$ cat src/rtl/pip_grid_pkg.sv
package pip_grid_pkg;
  localparam int ROWS       = 4;
  localparam int GRID       = 4;
  localparam int XW         = 12;
  localparam int YW         = 11;
  localparam int NTSC_LINES = 228;
  localparam int PAL_LINES  = 276;

  typedef struct packed {
    logic fieldStart;
    logic lineStart;
    logic lineAdvance;
  } strobe_t;

  typedef struct packed {
    logic                 chanEn;
    logic                 palMode;
    logic [1:0]           rowCount;
    logic [7:0]           picWidth;
    logic [7:0]           picHeight;
    logic [7:0]           rowDist;
    logic [ROWS-1:0][7:0] rowPitch;
    logic [ROWS-1:0][1:0] rowOffset;
    logic [ROWS-1:0][1:0] rowRepeat;
  } cfg_t;
endpackage

$ cat src/rtl/pip_grid_ctrl.sv
module pip_grid_ctrl
  import pip_grid_pkg::*;
(
  input  logic    clk,
  input  logic    rstN,
  input  logic    hSync,
  input  logic    vSync,
  input  cfg_t    cfgIn,
  output strobe_t strb,
  output cfg_t    cfgS
);
  always_comb begin
    strb.fieldStart  = vSync;
    strb.lineStart   = vSync | hSync;
    strb.lineAdvance = hSync & ~vSync;
  end

  always_ff @(posedge clk or negedge rstN) begin
    if (!rstN)               cfgS <= '0;
    else if (strb.fieldStart) cfgS <= cfgIn;
  end

  // the latched settings stay put between field syncs
  a_r10_shadow_hold: assert property (@(posedge clk) disable iff (!rstN)
    !vSync |=> $stable(cfgS));
endmodule

$ cat src/rtl/pip_grid_dp.sv
module pip_grid_dp
  import pip_grid_pkg::*;
#(
  parameter int NROW = ROWS,
  parameter int NGRD = GRID,
  parameter int XWID = XW,
  parameter int YWID = YW
) (
  input  logic                                clk,
  input  logic                                rstN,
  input  strobe_t                             strb,
  input  cfg_t                                cfg,
  output logic                                winActive,
  output logic [$clog2(NROW*NGRD)-1:0]        winIndex,
  output logic [XWID-1:0]                     winX,
  output logic [YWID-1:0]                     winY
);
  localparam int NWIN = NROW * NGRD;
  localparam int IW   = $clog2(NWIN);
  localparam logic [XWID-1:0] XMAX = '1;
  localparam logic [YWID-1:0] YMAX = '1;

  logic [XWID-1:0] xCnt;
  logic [YWID-1:0] yCnt;

  always_ff @(posedge clk or negedge rstN) begin
    if (!rstN) begin
      xCnt <= '0;
      yCnt <= '0;
    end else begin
      if (strb.lineStart)   xCnt <= '0;
      else if (xCnt != XMAX) xCnt <= xCnt + 1'b1;
      if (strb.fieldStart)  yCnt <= '0;
      else if (strb.lineAdvance && yCnt != YMAX) yCnt <= yCnt + 1'b1;
    end
  end

  logic [YWID-1:0] limitY;
  logic [YWID-1:0] heightL;
  logic [XWID:0]   widthP;

  always_comb begin
    limitY  = cfg.palMode ? YWID'(PAL_LINES) : YWID'(NTSC_LINES);
    heightL = cfg.palMode ? YWID'({cfg.picHeight, 1'b0}) : YWID'(cfg.picHeight);
    widthP  = (XWID+1)'({cfg.picWidth, 2'b00});
  end

  logic [NROW-1:0][YWID-1:0] topY;
  logic [NROW-1:0]           rowOn;
  logic [NWIN-1:0][XWID-1:0] startX;
  logic [NWIN-1:0]           hit;

  for (genvar r = 0; r < NROW; r++) begin : g_row
    logic [YWID:0] botY;
    assign topY[r] = YWID'(r * int'(cfg.rowDist));
    assign botY    = {1'b0, topY[r]} + {1'b0, heightL};
    assign rowOn[r] = cfg.chanEn && (r <= int'(cfg.rowCount)) &&
                      (yCnt >= topY[r]) && ({1'b0, yCnt} < botY) &&
                      (yCnt < limitY);
    for (genvar g = 0; g < NGRD; g++) begin : g_slot
      logic [2:0]    lastSlot;
      logic          slotOn;
      logic [XWID:0] endX;
      assign lastSlot = {1'b0, cfg.rowOffset[r]} + {1'b0, cfg.rowRepeat[r]};
      assign slotOn   = (g >= int'(cfg.rowOffset[r])) && (g <= int'(lastSlot));
      assign startX[r*NGRD+g] = XWID'(g * 4 * int'(cfg.rowPitch[r]));
      assign endX     = {1'b0, startX[r*NGRD+g]} + widthP;
      assign hit[r*NGRD+g] = rowOn[r] && slotOn &&
                             (xCnt >= startX[r*NGRD+g]) && ({1'b0, xCnt} < endX);
    end
  end

  logic          anyHit;
  logic [IW-1:0] selIdx;

  always_comb begin
    anyHit = 1'b0;
    selIdx = '0;
    for (int i = NWIN - 1; i >= 0; i--) begin
      if (hit[i]) begin
        anyHit = 1'b1;
        selIdx = IW'(i);
      end
    end
  end

  always_comb begin
    winActive = anyHit;
    winIndex  = anyHit ? selIdx : '0;
    winX      = anyHit ? xCnt - startX[selIdx] : '0;
    winY      = anyHit ? yCnt - topY[int'(selIdx) / NGRD] : '0;
  end

  a_r8_disabled_dark: assert property (@(posedge clk) disable iff (!rstN)
    !cfg.chanEn |-> !winActive);
  a_r9_area_cutoff: assert property (@(posedge clk) disable iff (!rstN)
    (yCnt >= limitY) |-> !winActive);
  a_r3_width_bound: assert property (@(posedge clk) disable iff (!rstN)
    winActive |-> ({1'b0, winX} < widthP));
  a_r4_height_bound: assert property (@(posedge clk) disable iff (!rstN)
    winActive |-> (winY < heightL));
  a_r7_row_limit: assert property (@(posedge clk) disable iff (!rstN)
    winActive |-> ((int'(winIndex) / NGRD) <= int'(cfg.rowCount)));
  a_r2_idle_zero: assert property (@(posedge clk) disable iff (!rstN)
    !winActive |-> (winIndex == '0 && winX == '0 && winY == '0));
endmodule

$ cat src/rtl/pip_grid_gen.sv
module pip_grid_gen
  import pip_grid_pkg::*;
(
  input  logic        clk,
  input  logic        rstN,
  input  logic        hSync,
  input  logic        vSync,
  input  logic        chanEn,
  input  logic        palMode,
  input  logic [1:0]  rowCount,
  input  logic [7:0]  picWidth,
  input  logic [7:0]  picHeight,
  input  logic [7:0]  rowDist,
  input  logic [31:0] rowPitch,
  input  logic [7:0]  rowOffset,
  input  logic [7:0]  rowRepeat,
  output logic        winActive,
  output logic [3:0]  winIndex,
  output logic [11:0] winX,
  output logic [10:0] winY
);
  cfg_t    cfgIn;
  cfg_t    cfgS;
  strobe_t strb;

  always_comb begin
    cfgIn.chanEn    = chanEn;
    cfgIn.palMode   = palMode;
    cfgIn.rowCount  = rowCount;
    cfgIn.picWidth  = picWidth;
    cfgIn.picHeight = picHeight;
    cfgIn.rowDist   = rowDist;
    cfgIn.rowPitch  = rowPitch;
    cfgIn.rowOffset = rowOffset;
    cfgIn.rowRepeat = rowRepeat;
  end

  pip_grid_ctrl u_ctrl (
    .clk   (clk),
    .rstN  (rstN),
    .hSync (hSync),
    .vSync (vSync),
    .cfgIn (cfgIn),
    .strb  (strb),
    .cfgS  (cfgS)
  );

  pip_grid_dp #(
    .NROW (ROWS),
    .NGRD (GRID),
    .XWID (XW),
    .YWID (YW)
  ) u_dp (
    .clk       (clk),
    .rstN      (rstN),
    .strb      (strb),
    .cfg       (cfgS),
    .winActive (winActive),
    .winIndex  (winIndex),
    .winX      (winX),
    .winY      (winY)
  );
endmodule

$ cat config.mk
export PLATFORM = sky130hd
export DESIGN_NAME = pip_grid_gen
export DESIGN_NICKNAME = d
export VERILOG_FILES = /design/src/rtl/pip_grid_pkg.sv /design/src/rtl/pip_grid_ctrl.sv /design/src/rtl/pip_grid_dp.sv /design/src/rtl/pip_grid_gen.sv
export SDC_FILE = /design/constraint.sdc
export NUM_CORES = 1
export LEC_CHECK = 0
export BUFFER_PORTS_ARGS = -buffer_cell sky130_fd_sc_hd__buf_2
export CAP_MARGIN = 10
export CORE_ASPECT_RATIO = 0.5
export CORE_UTILIZATION = 55
export CTS_CLUSTER_SIZE = 14
export DETAILED_ROUTE_END_ITERATION = 8
export PLACE_DENSITY_LB_ADDON = 0.25
export SYNTH_ARGS = -nofsm -noshare
export SYNTH_HDL_FRONTEND = slang
export SYNTH_SLANG_ARGS = --single-unit
$ cat constraint.sdc
create_clock -name clk -period 10.74 [get_ports clk]
set_clock_uncertainty 0.2 [all_clocks]
set_input_delay 0.537 -clock clk [delete_from_list [all_inputs] [get_ports clk]]
set_output_delay 0.537 -clock clk [all_outputs]
set_load 0.03 [all_outputs]
=== After elaboration in Yosys (flattened, before gate mapping) ===
Cells that the tools add are included.

* Memory bits (read-only): 0
* Word-level logic and storage cells: 236
* Memory bits (writable): 0
* Input bits: 80
* Register bits: 99
* Bits in latches: 0
* Memories kept: 0

* Add/sub/neg operators: 23
* Reductions and logical operators: 74
* Shift-type cells: 0
* Divide/modulo/power cells: 0
* Bitwise logic cells: 3
* Equality and inequality tests: 2
* Multiply operators: 5
* Order comparisons: 64
* Mux-type cells: 45

{| class="wikitable"
|+ Operators by type and width
! operator !! number
|-
| less-than comparator 12 x 13 -> 1 bit || 12
|-
| logical AND 1 bit || 72
|-
| two-way mux 4 bit || 17
|-
| adder 12 x 10 -> 13 bit || 4
|-
| multiplier 2 x 8 -> 10 bit, first input constant || 5
|-
| adder 11 x 10 -> 12 bit || 4
|-
| binary-select mux 12 bit (select 4 bit) || 1
|-
| >= comparator 12 x 10 -> 1 bit || 4
|-
| >= comparator 12 x 11 -> 1 bit || 4
|-
| >= comparator 12 bit || 4
|-
| two-way mux 12 bit || 4
|-
| adder 10 x 10 -> 11 bit || 4
|-
| two-way mux 11 bit || 4
|-
| less-than comparator 11 x 12 -> 1 bit || 3
|-
| less-or-equal comparator 2 x 3 -> 1 bit, first input constant || 8
|-
| binary-select mux 11 bit (select 2 bit) || 1
|-
| less-than comparator 11 bit || 2
|-
| two-way mux 9 bit || 2
|-
| >= comparator 1 x 2 -> 1 bit, first input constant || 8
|-
| two-way mux 1 bit || 16
|-
| adder 11 x 11 -> 12 bit || 1
|-
| adder 12 x 1 -> 12 bit, second input constant || 1
|-
| adder 2 x 2 -> 3 bit || 4
|-
| adder 8 x 11 -> 12 bit || 1
|-
| other kinds (22) || 30
|}

=== Logic depth before layout (Yosys ltp) ===
* Word-level depth: 28
* Gate-level depth with buffers: 41
* Mapped depth without buffers: 39

=== By module ===
A second synthesis with hierarchy kept.

* Cell total of the unflattened synthesis: 2,108
* Area total of the unflattened synthesis: 18,378.9 µm²

{| class="wikitable"
|+ By module, submodules not included
! module !! cells an instance !! instances !! area an instance (µm²) !! seq. area each (µm²)
|-
| pip_grid_dp || 1,944 || 1 || 15,463.6 || 575.6
|-
| pip_grid_ctrl || 164 || 1 || 2,915.3 || 1,901.8
|}

=== Worst setup path before layout ===
Ideal clock, no wire load.

* Path type: register to output
* Start: register u_ctrl.cfgS[74] (netlist name)
* End: output port winY[9]
* Data arrival time: 7,741 ps
* Stages on the path, launching flop included: 38
* Required time: 10,003 ps
* Path buffers: 2
* Path slack: 2,262 ps
* Cells stage by stage: dfrtp_1 clkbuf_1 mux2i_1 inv_1 ha_1 a21o_1 a21oi_1 o21bai_1 a21oi_1 o21bai_1 a21o_1 maj3_1 a21oi_1 xnor2_1 ha_1 a221oi_1 o21ai_0 a311oi_1 [... 2 more ...] nor3_1 and2_0 buf_2 nand2_1 o21a_1 ha_1 nor2b_1 o21ai_0 nand2b_1 and2_1 o21ai_0 nand2b_1 a21o_1 a21o_1 a21o_1 a21oi_1 xor2_1 nor2_1

* Longest elaborated chain between the ends: 28
* Elaborated cells on any way between the ends: 102
* Classes of those cells: 4 x add/sub; 5 x order compare; 37 x mux; 56 x reduce/logical

{| class="wikitable"
|+ Ends and longest elaborated chain
! element !! RTL line !! text
|-
| two-way mux 9 bit || pip_grid_dp.sv:44 || <nowiki>heightL = cfg.palMode ? YWID'({cfg.picHeight, 1'b0}) : YWID'(cfg.picHeight);</nowiki>
|-
| adder 11 x 11 -> 12 bit || pip_grid_dp.sv:56 || <nowiki>assign botY = {1'b0, topY[r]} + {1'b0, heightL};</nowiki>
|-
| less-than comparator 11 x 12 -> 1 bit || pip_grid_dp.sv:58 || <nowiki>(yCnt >= topY[r]) && ({1'b0, yCnt} < botY) &&</nowiki>
|-
| logical AND 1 bit (2 in series) || pip_grid_dp.sv:58 ||
|-
| logical AND 1 bit (2 in series) || pip_grid_dp.sv:68 || <nowiki>assign hit[r*NGRD+g] = rowOn[r] && slotOn &&</nowiki>
|-
| logical AND 1 bit || pip_grid_dp.sv:69 || <nowiki>(xCnt >= startX[r*NGRD+g]) && ({1'b0, xCnt} < endX);</nowiki>
|-
| two-way mux 4 bit (16 in series) || pip_grid_dp.sv:80 || <nowiki>if (hit[i]) begin</nowiki>
|-
| binary-select mux 11 bit (select 2 bit) || pip_grid_dp.sv:91 || <nowiki>winY = anyHit ? yCnt - topY[int'(selIdx) / NGRD] : '0;</nowiki>
|-
| two-way mux 11 bit (implied by the code) || pip_grid_dp.sv:91 ||
|-
| subtractor 11 bit || pip_grid_dp.sv:91 ||
|-
| two-way mux 11 bit * || pip_grid_dp.sv:91 ||
|-
| end, declared || pip_grid_gen.sv:20 || <nowiki>output logic [10:0] winY</nowiki>
|}

Every way passes the cells marked *; elsewhere a longest branch is shown, timed or not. The select of a mux whose other input is x is not followed.

=== Final worst setup path ===
* Start: register u_ctrl.cfgS[49] (netlist name)
* End: output port winX[11]

* Longest elaborated chain between the ends: 28
* Elaborated cells on any way between the ends: 91
* Classes of those cells: 4 x add/sub; 1 x mul; 6 x order compare; 35 x mux; 45 x reduce/logical

{| class="wikitable"
|+ Ends and longest elaborated chain
! element !! RTL line !! text
|-
| multiplier 2 x 8 -> 10 bit || pip_grid_dp.sv:55 || <nowiki>assign topY[r] = YWID'(r * int'(cfg.rowDist));</nowiki>
|-
| adder 11 x 11 -> 12 bit or >= comparator 11 bit (tied branches) || pip_grid_dp.sv:56, pip_grid_dp.sv:58 ||
|-
| less-than comparator 11 x 12 -> 1 bit or logical AND 1 bit (tied branches) || pip_grid_dp.sv:58, pip_grid_dp.sv:57 ||
|-
| logical AND 1 bit (2 in series) || pip_grid_dp.sv:58 ||
|-
| logical AND 1 bit (2 in series) || pip_grid_dp.sv:68 ||
|-
| logical AND 1 bit || pip_grid_dp.sv:69 ||
|-
| two-way mux 4 bit (16 in series) || pip_grid_dp.sv:80 ||
|-
| binary-select mux 12 bit (select 4 bit) || pip_grid_dp.sv:90 || <nowiki>winX = anyHit ? xCnt - startX[selIdx] : '0;</nowiki>
|-
| two-way mux 12 bit (implied by the code) || pip_grid_dp.sv:90 ||
|-
| subtractor 12 bit || pip_grid_dp.sv:90 ||
|-
| two-way mux 12 bit * || pip_grid_dp.sv:90 ||
|-
| end, declared || pip_grid_gen.sv:19 || <nowiki>output logic [11:0] winX,</nowiki>
|}

Marked as above.

==> results.toml <==
[setup_path]
r2r_cells = 9
crit_arrival_ps = 9140
end_kind = "output port"
rrSetupSlack_ps = 7840
crit_path_frequent_cell = "a21oi_1"
cp_data_required_time_ps = 10000
cp_max_fo = 22
reg2reg_from = "u_dp.yCnt[4]"
crit_path_start_kind = "flip-flop"
worstSetupPathType = "reg2out"
cp_slowest_cell = "a311oi_1"
r2r-end = "u_dp.yCnt[8]"
slowest_delay_ps = 590

[synth]
yosysUniqueCellTypes = 104
synth_ff_type = "dfrtp_1"
syn_avg_cell_area_um2 = 8.57
synth_edf_count = 0
syn-cell-area_mm2 = 0.0183
syn-num-nets = 2690
synth_top_area_cell = "ha_1"
synth.top_cell.area_share_pct = 31.1
netlist_instances = 2130
synth_warnings = 0
synth_seq_cells = 99
ys_seq_area_share_pct = 13.6
async_flop_share_pct = 100
synth.top_cells.by_area = "ha_1, dfrtp_1, xnor2_1"

[final_layout]
nNetsFinal = 2791
final_cells = 2667
n_antenna_cell = 0
final_cell_mix = "ha_1, inv_1, a21oi_1"
syn2layout_area_growth_pct = 7.30
fin_util_pct = 60.9
drive_above_1_share_pct = 9.84
final_common_cell = "ha_1"

[floorplanning]
rows = 46
io-pin-count = 108
start_util_pct = 56.8
die_h_um = 131
die_x_um = 260
die-area_mm2 = 0.0340
core_area_mm2 = 0.0322

[clocking]
path_clk_slew_ps = 90
htree_levels = 3
cts_buffers = 9
cts_tree = "done"
clock_latency_ps = 390
cts_setup_buffers = 0
cts_root_buffer = "clkbuf_16"
ctsLongestPathBuffers = 2
cts.sinks = 99

[drt]
ant_nets = 0
drcViolationCount = 0
drt_iter0_drc = 1241
routed_wl_mm = 53.8
wl_per_cell_um = 20.2
via_per_inst = 6.15
drt-pass1-iter-count = 5
vias = 16400

[run_status]
status = "finished with violations"
violations = "negative hold slack"

[timing]
tns_ps = 0
fin_crit_ps = 9870
report.final.slew_viol_count = 0
relSlewSlack_pct = 29.5
holdWs_ps = -7.48
final.period_utilization_pct = 91.9
hold_viol_final = 5
setup_ws_ps = 866
tightest_slew_ps = 1060
grt_setup_unrepaired = "no"
fmax_mhz = 101
setup_violations = 0

[placement]
dpl_worst_slack_ps = 1340
dp_cells = 2652
io_buffers = 107
routabilityCongestion = 1.01
dpl.hpwl_mm = 41.6

[global_route]
grt_pass1_wl_mm = 84.6
grt_max_degree = 82
antenna_found_initial = 0
overflow = 0
track_usage_pct = 32.4
grt_pass1_vias = 15600

[power]
leakage_uw = 0.0101
vdd_ir_drop_max_uv = 85.0
pwr_density_cell_mw_per_mm2 = 111

[worst_hold_path]
worstHoldPathType = "in2async"

[run]
drv_cap = 0
-- power breakdown --
group	switching, uW	leakage, uW	internal, uW
Clock	190	0.000150	186
Sequential	70.4	0.00123	400
Combinational	745	0.00875	577
-- area by class of cell --
| type | count | area, um2 |
|---|---|---|
| inverter | 189 | 711 |
| fill | 2819 | 12600 |
| tap | 432 | 541 |
| sequential | 99 | 2480 |
| clock inverter | 6 | 81.3 |
| multi-input combinational | 1807 | 14900 |
| clock buffer | 9 | 225 |
| timing repair buffer | 125 | 676 |
-- per-stage QoR --
step	area [um2]	power (uW)	hold slack, ps
CTS	19600	2160	1.23
detailed placement	19300	1780	301
global route	19600	2360	49.4
floorplan	18300	1470	41.4
finish	19600	2170	-7.48
global placement	19300	1740	292
-- cell families (layout without fill, tap and decap cells) --
| family | Yosys count | count (layout) | synth area share (%) |
|---|---|---|---|
| XOR/XNOR | 147 | 147 | 7.09 |
| adder cells (fa/ha/maj) | 481 | 481 | 34.0 |
| multiplexers | 75 | 75 | 4.34 |
| buffers and inverters | 224 | 329 | 4.94 |
| AO/OA/AOI/OAI | 660 | 660 | 23.9 |
| AND/OR/NAND/NOR | 444 | 444 | 12.1 |
| flip-flops | 99 | 99 | 13.6 |
-- metal layers --
layer  GRT usage (%)  vias to the layer above  share of wire, %
met3            5.34                       98               7.1
li1                -                     8033                 -
met2            53.3                      518                44
met5               0                        -                 0
met4            10.2                        0               2.9
met1            43.5                     7754                46
-- state kept, by name, summed over array words and instances, names as in the netlist --
signal	cells
u_dp.yCnt	11
u_ctrl.cfgS	76
u_dp.xCnt	12
-- worst max path at each step --
stage / start / to / slack (ps) / depth (start not counted)
floorplan: u_ctrl.cfgS[74] / winY[9] / 2260 / 37
global placement: u_ctrl.cfgS[49] / winX[11] / 1550 / 39
detailed placement: u_ctrl.cfgS[49] / winX[11] / 1340 / 39
CTS: u_ctrl.cfgS[49] / winX[11] / 910 / 39
global route: u_ctrl.cfgS[49] / winX[11] / 60 / 39
finish: u_ctrl.cfgS[49] / winX[11] / 870 / 39
-- critical path: cells and delay by family (launching register included) --
kind	cells	cell delay (ps)
compound gates	19	3530
simple gates	7	1670
fa+ha+maj	5	1520
buf+inv	5	830
flops	1	580
xor+xnor	2	330
mux	1	270
-- timing repair --
| item | 4_1_cts | 5_1_grt |
|---|---|---|
| endpoints found under the setup margin | 0 | 1 |
| hold buffers | 0 | 0 |
| gates resized for setup | 0 | 1 |
-- synth_stat cells (all sizes together), types with 5 or more instances --
cell type and n:
o21bai 57, o2111ai 6, o21a 26, a21oi 181, clkbuf 21, nand2b 25
a2111oi 19, inv 188, o21ai 158, fa 26, mux2i 42, nand2 124
o22ai 8, nor2 127, nand3 23, o211a 6, buf 14, nor3 34
a31oi 16, ha 454, a21o 66, a211o 7, and2 9, nor4 9
nand4 11, a22oi 5, o31ai 9, xnor2 106, mux2 33, dfrtp 99
nor2b 31, o31a 5, a211oi 31, or3 15, and3 11, o211ai 19
xor2 41
Power figures use the tool's default switching activity.
